$ cat src/rtl/otmr_pkg.sv
package otmr_pkg;

  typedef enum logic [1:0] {
    OP_HOLD = 2'd0,
    OP_LOAD = 2'd1,
    OP_RUN  = 2'd2
  } op_e;

  localparam logic [3:0] A_RELOAD = 4'h0;
  localparam logic [3:0] A_CTRL   = 4'h1;
  localparam logic [3:0] A_COUNT  = 4'h2;
  localparam logic [3:0] A_TIME   = 4'h3;
  localparam logic [3:0] A_MASK   = 4'h4;
  localparam logic [3:0] A_RAW    = 4'h5;
  localparam logic [3:0] A_MSKD   = 4'h6;
  localparam logic [3:0] A_ACK    = 4'h7;

  // Reserved code 3 is folded onto hold.
  function automatic op_e decode_op(input logic [1:0] field);
    case (field)
      2'd1:    return OP_LOAD;
      2'd2:    return OP_RUN;
      default: return OP_HOLD;
    endcase
  endfunction

endpackage

$ cat src/rtl/otmr_countdown.sv
module otmr_countdown
  import otmr_pkg::*;
#(
  parameter int CNT_W = 32
) (
  input  logic             clk,
  input  logic             rst_n,
  input  logic             ctrl_wr,
  input  op_e              op_new,
  input  logic [CNT_W-1:0] reload_q,
  output op_e              op_q,
  output logic [CNT_W-1:0] count_q,
  output logic             expire
);

  localparam logic [CNT_W-1:0] ONE = CNT_W'(1);

  logic             ld_evt;
  logic [CNT_W-1:0] count_d;

  function automatic logic [CNT_W-1:0] step_count(input op_e op, input logic [CNT_W-1:0] c);
    if (op == OP_RUN && c != '0) return c - ONE;
    return c;
  endfunction

  assign ld_evt  = ctrl_wr && (op_new == OP_LOAD);
  assign count_d = ld_evt ? reload_q : step_count(op_q, count_q);
  assign expire  = (op_q == OP_RUN) && (count_q == ONE) && !ld_evt;

  always_ff @(posedge clk or negedge rst_n) begin
    if (!rst_n) begin
      op_q    <= OP_HOLD;
      count_q <= '0;
    end else begin
      if (ctrl_wr) op_q <= op_new;
      count_q <= count_d;
    end
  end

  AST_LOAD_COPY: assert property (@(posedge clk) disable iff (!rst_n)
    ld_evt |=> count_q == $past(reload_q));

  AST_RUN_STEP: assert property (@(posedge clk) disable iff (!rst_n)
    (op_q == OP_RUN && !ld_evt && count_q != '0) |=> count_q == $past(count_q) - ONE);

  AST_IDLE_FROZEN: assert property (@(posedge clk) disable iff (!rst_n)
    (op_q != OP_RUN && !ld_evt) |=> $stable(count_q));

  AST_EXPIRE_ZERO: assert property (@(posedge clk) disable iff (!rst_n)
    expire |=> (count_q == '0 && !expire));

endmodule

$ cat src/rtl/otmr_timebase.sv
module otmr_timebase #(
  parameter int TIME_W = 32
) (
  input  logic              clk,
  input  logic              rst_n,
  output logic [TIME_W-1:0] time_q
);

  always_ff @(posedge clk or negedge rst_n) begin
    if (!rst_n) time_q <= '0;
    else        time_q <= time_q + TIME_W'(1);
  end

  AST_TIME_STEP: assert property (@(posedge clk) disable iff (!rst_n)
    1'b1 |=> time_q == $past(time_q) + TIME_W'(1));

endmodule

$ cat src/rtl/otmr_irq.sv
module otmr_irq (
  input  logic clk,
  input  logic rst_n,
  input  logic expire,
  input  logic ack_one,
  input  logic mask_wr,
  input  logic mask_bit,
  output logic raw_q,
  output logic mask_q,
  output logic irq
);

  always_ff @(posedge clk or negedge rst_n) begin
    if (!rst_n) begin
      raw_q  <= 1'b0;
      mask_q <= 1'b0;
    end else begin
      if (expire)       raw_q <= 1'b1;
      else if (ack_one) raw_q <= 1'b0;
      if (mask_wr) mask_q <= mask_bit;
    end
  end

  assign irq = raw_q & mask_q;

  AST_EXPIRY_WINS: assert property (@(posedge clk) disable iff (!rst_n)
    expire |=> raw_q);

  AST_ACK_CLEARS: assert property (@(posedge clk) disable iff (!rst_n)
    (ack_one && !expire) |=> !raw_q);

  AST_RAW_NEEDS_EVENT: assert property (@(posedge clk) disable iff (!rst_n)
    (!raw_q && !expire) |=> !raw_q);

endmodule

$ cat src/rtl/otmr_unit.sv
module otmr_unit
  import otmr_pkg::*;
#(
  parameter int DW     = 32,
  parameter int AW     = 4,
  parameter int TIME_W = 32
) (
  input  logic          clk,
  input  logic          rst_n,
  input  logic          reg_wr,
  input  logic [AW-1:0] reg_addr,
  input  logic [DW-1:0] reg_wdata,
  output logic [DW-1:0] reg_rdata,
  output logic          irq_o
);

  logic [DW-1:0]     reload_q;
  logic [DW-1:0]     count_q;
  logic [TIME_W-1:0] time_q;
  op_e               op_q;
  logic              expire, raw_q, mask_q;
  logic              wr_reload, wr_ctrl, wr_mask, ack_one;

  assign wr_reload = reg_wr && (reg_addr == AW'(A_RELOAD));
  assign wr_ctrl   = reg_wr && (reg_addr == AW'(A_CTRL));
  assign wr_mask   = reg_wr && (reg_addr == AW'(A_MASK));
  assign ack_one   = reg_wr && (reg_addr == AW'(A_ACK)) && reg_wdata[0];

  always_ff @(posedge clk or negedge rst_n) begin
    if (!rst_n)         reload_q <= '0;
    else if (wr_reload) reload_q <= reg_wdata;
  end

  otmr_countdown #(.CNT_W(DW)) u_cnt (
    .clk      (clk),
    .rst_n    (rst_n),
    .ctrl_wr  (wr_ctrl),
    .op_new   (decode_op(reg_wdata[1:0])),
    .reload_q (reload_q),
    .op_q     (op_q),
    .count_q  (count_q),
    .expire   (expire)
  );

  otmr_timebase #(.TIME_W(TIME_W)) u_tb (
    .clk    (clk),
    .rst_n  (rst_n),
    .time_q (time_q)
  );

  otmr_irq u_irq (
    .clk      (clk),
    .rst_n    (rst_n),
    .expire   (expire),
    .ack_one  (ack_one),
    .mask_wr  (wr_mask),
    .mask_bit (reg_wdata[0]),
    .raw_q    (raw_q),
    .mask_q   (mask_q),
    .irq      (irq_o)
  );

  always_comb begin
    reg_rdata = '0;
    case (reg_addr)
      AW'(A_RELOAD): reg_rdata = reload_q;
      AW'(A_CTRL):   reg_rdata = DW'(op_q);
      AW'(A_COUNT):  reg_rdata = count_q;
      AW'(A_TIME):   reg_rdata = DW'(time_q);
      AW'(A_MASK):   reg_rdata = DW'(mask_q);
      AW'(A_RAW):    reg_rdata = DW'(raw_q);
      AW'(A_MSKD):   reg_rdata = DW'(raw_q & mask_q);
      default:       reg_rdata = '0;
    endcase
  end

  AST_IRQ_NEEDS_ENABLE: assert property (@(posedge clk) disable iff (!rst_n)
    irq_o |-> (mask_q && raw_q));

  AST_RESET_IDLE: assert property (@(posedge clk)
    !rst_n |-> (op_q == OP_HOLD && !irq_o));

endmodule

$ cat config.mk
export PLATFORM = sky130hd
export DESIGN_NAME = otmr_unit
export DESIGN_NICKNAME = d
export VERILOG_FILES = /design/src/rtl/otmr_pkg.sv /design/src/rtl/otmr_countdown.sv /design/src/rtl/otmr_timebase.sv /design/src/rtl/otmr_irq.sv /design/src/rtl/otmr_unit.sv
export SDC_FILE = /design/constraint.sdc
export NUM_CORES = 1
export LEC_CHECK = 0
export CAP_MARGIN = 20
export CORE_ASPECT_RATIO = 1.4
export CORE_MARGIN = 5
export CORE_UTILIZATION = 40
export CTS_CLUSTER_SIZE = 30
export DETAILED_ROUTE_END_ITERATION = 8
export HOLD_SLACK_MARGIN = 0.12
export PLACE_DENSITY_LB_ADDON = 0.12
export SYNTH_ARGS = -nofsm -noshare
export SYNTH_HDL_FRONTEND = slang
export SYNTH_HIERARCHICAL = 1
export SYNTH_SLANG_ARGS = --single-unit
$ cat constraint.sdc
create_clock -name clk -period 2.6 [get_ports clk]
set_input_delay 0.39 -clock clk [delete_from_list [all_inputs] [get_ports clk]]
set_output_delay 0.39 -clock clk [all_outputs]
set_load 0.02 [all_outputs]
==> metrics.md <==
| Metric | Value |
|---|---|
| Req. time, crit path | 2.21 ns |
| Outcome | completed |
| Slew of the pin with the lowest slew margin | 0.763 ns |
| Worst-path clk slew | 0.06 ns |
| Syn nets | 581 |
| First-pass GRT wire length | 25200 um |
| Area of the core | 13800 um2 |
| Sequential-to-total area share from yosys stat | 44.6% |
| Final wirelength | 15600 um |
| Reg2reg path depth | 5 |
| Number of max-cap violations | 0 |
| Area delta synth->final | 26.6% |
| Crit path time final | 2.53 ns |
| Via-to-Cell Ratio | 5.62 |
| Critical Path Start Type | input pin |
| Ant diodes | 0 |
| Share of cells above drive strength 1 | 17.6% |
| Levels on crit path | 8 |
| TritonCTS clock tree | done |
| Synth area leaders | dfrtp_1 (45%), a222oi_1 (5.3%), xor2_1 (4.7%) |
| Top cell type by total area after synthesis | dfrtp_1 |
| Port Buf Inserts | 71 |
| GR Overflow Total | 0 |
| Final Hold Vio Count | 0 |
| Crit. End Element | output pin |
| Number of buffers created by CTS | 9 |
| Synth top area share | 44.6% |
| Max Fclk | 396 MHz |
| Clock tree sinks | 100 |
| EDFF count, synth | 0 |
| Mapped Cells | 539 |
| Die width | 110 um |
| Crit path max fanout | 12 |
| Fin nets | 679 |
| Overall global routing resource usage | 19.4% |
| Syn. warnings | 6 |
| Worst Setup Slack, final | 0.0745 ns |
| TNS Setup | 0 ns |
| Leakage | 3.18 nW |
| Vias | 4648 |
| Clk Latency, worst-skew pair | 0.34 ns |
| Crit path max-delay cell type | clkdlybuf4s50_1 |
| Antenna-violating nets left | 0 |
| Mapped cell area | 5620 um2 |
| Mapped Avg Cell Area | 10.4 um2 |
| Synth Flop Type | dfrtp_1 |
| Buffers and inverters on the worst path | 6 |
| Routed WL per cell | 18.9 um |
| Largest net degree at the start of global routing | 47 |
| DR pass1 iterations | 8 |
| Hold Path Depth | 1 |
| Row count | 51 |
| Filler Cell Count | 1300 |
| #FFs+latches synth | 100 |
| H-tree depth | 3 |
| CP delay by family, top | buffers and inverters |
| Dpl ws | -0.290 ns |
| Number of distinct library cells after synthesis | 62 |
| Unrepaired setup endpoints after global routing | no |
| Setup violations, final | 0 |
| Critical Path Max Stage Delay | 0.45 ns |
| Final Skew | 0.00943 ns |
| Peak supply drop | 0.357 mV |
| CTS Root Cell | clkbuf_16 |
| Async set-reset flop share out of synthesis | 100% |
| Starting density of the core | 40.6% |
| Die Y | 150 um |
| Die Area | 16500 um2 |
| Top cell by count, worst path | buf_4 |
| PD cells | 605 nW/um2 |
| Fin. max-slew vios | 0 |
| Slew HR | 47.8% |
| Worst-path cell chain | clkdlybuf4s50_1 > buf_4 > nor4b_4 > buf_4 > buf_12 > a222oi_1 > inv_1 > dlygate4sd2_1 |
| Total power | 4.30 mW |
| Number of remaining DRC errors | 0 |
| CP arrival | 2.14 ns |
| CP Class | input pin to output pin |
| Max Root-Sink Buffers | 2 |
| Placer congestion estimate | 0.857 |
| Dpl hpwl | 11500 um |
| Number of global-route vias before repair | 4850 |
| Initial drt markers | 301 |
| Initial antenna violation count | 0 |
| I/O pin count | 72 |
| Worst hold-check path type | register to register |
| Final worst-path cycle share | 97.1% |
report_power, final:
group	internal [mW]	leakage (nW)	switching, mW
Sequential	1.79	1.21	0.325
Clock	0.849	0.146	0.598
Combinational	0.407	1.83	0.326
Total	3.05	3.18	1.25
layout make-up:
class | count | area [um2] | share of cell area (%)
Clock buffer | 11 | 233 | 3.27
Clock inverter | 5 | 83.8 | 1.18
Inverter | 41 | 154 | 2.17
Multi-Input combinational cell | 368 | 2840 | 39.9
Sequential cell | 100 | 2500 | 35.2
Tap cell | 185 | 231 | 3.26
Timing Repair Buffer | 117 | 1070 | 15.0
metal layers:
| metal | track usage, % | routed length [um] | vias up | part of all wire, % |
|---|---|---|---|---|
| met5 | 0 | 0 | - | 0 |
| met4 | 7.89 | 480 | 0 | 3.1 |
| met3 | 2.87 | 628 | 35 | 4.0 |
| met2 | 34.1 | 8200 | 120 | 53 |
| met1 | 23.5 | 6310 | 2306 | 40 |
| li1 | - | - | 2187 | - |
stage by stage:
| stage | std cells | utilization, % | hold slack, ns | area, um2 |
|---|---|---|---|---|
| after floorplan | 539 | - | 0.0944 | 5620 |
| final | 827 | 51.3 | 0.476 | 7110 |
| after detailed placement | 806 | 48.9 | 0.380 | 6780 |
| after global placement | 806 | 48.9 | 0.381 | 6780 |
| after CTS | 827 | 51.4 | 0.475 | 7110 |
| after global routing | 827 | 51.3 | 0.489 | 7110 |
placed cells by master (no fill, tap or decap), types with 8 or more instances in the layout:
| cell type | netlist | final |
|---|---|---|
| mux2_4 | 16 | 16 |
| o21ai_1 | 16 | 16 |
| a222oi_1 | 30 | 30 |
| xor2_1 | 30 | 30 |
| inv_1 | 41 | 41 |
| mux2_1 | 15 | 15 |
| a21oi_1 | 11 | 11 |
| dlygate4sd2_1 | 0 | 26 |
| nor3_1 | 18 | 18 |
| dfrtp_1 | 100 | 100 |
| buf_4 | 0 | 37 |
| xnor2_1 | 22 | 22 |
| nand4_1 | 8 | 8 |
| nand3_1 | 19 | 19 |
| nand2_1 | 31 | 31 |
| or4_1 | 8 | 8 |
| clkdlybuf4s50_1 | 0 | 35 |
| nor4_1 | 12 | 11 |
| nor2_1 | 28 | 27 |
| clkbuf_16 | 0 | 9 |
sequential cells by signal (all words and copies together), names as in the netlist:
signal and flops:
u_irq/raw_q 1, u_tb/time_q 32, u_irq/mask_q 1, u_cnt/count_q 32
u_cnt/op_q 2, reload_q 32
worst paths after layout:
| check | from | endpoint | slack [ns] |
|---|---|---|---|
| setup / recovery | reg_addr[1] | reg_rdata[25] | 0.07 |
| hold / removal | u_tb/time_q[31]$_DFF_PN0_ | u_tb/time_q[31]$_DFF_PN0_ | 0.48 |
| setup reg to reg | u_cnt/count_q[24]$_DFFE_PN0P_ | u_cnt/count_q[13]$_DFFE_PN0P_ | 0.21 |
| hold reg to reg | u_tb/time_q[31]$_DFF_PN0_ | u_tb/time_q[31]$_DFF_PN0_ | 0.48 |
| max in group asynchronous | rst_n | u_tb/time_q[3]$_DFF_PN0_ | 1.39 |
| min in group asynchronous | rst_n | reload_q[19]$_DFFE_PN0P_ | 0.56 |
cells by family (layout without fill, tap and decap cells):
family	after synthesis	count (layout)	share of synthesized area [%]
compound gates	101	101	13.9
buf+inv	71	174	5.61
xor+xnor	52	52	8.11
flops	100	100	44.6
simple gates	176	176	18.8
mux	36	36	8.29
fa+ha+maj	3	3	0.668
cells in the mapped netlist, types with 6 or more instances:
cell / number
a21oi_1: 11
a222oi_1: 30
a31oi_1: 6
buf_2: 9
clkbuf_1: 14
dfrtp_1: 100
inv_1: 41
mux2_1: 15
mux2_4: 16
nand2_1: 31
nand3_1: 19
nand4_1: 8
nor2_1: 28
nor3_1: 18
nor4_1: 12
nor4_2: 6
o211ai_1: 6
o21ai_0: 6
o21ai_1: 16
or3_1: 6
or4_1: 8
xnor2_1: 22
xor2_1: 30
what timing repair did:
item / CTS / global route
resized for setup: 41 / 14
setup buffers: 2 / 0
pin swaps: 2 / 9
endpoints found under the setup margin: 32 / 12
hold buffers: 1 / 0
hold endpoints to repair: 34 / 0
cloned: 2 / 0
(Power assumes the default switching activity.)
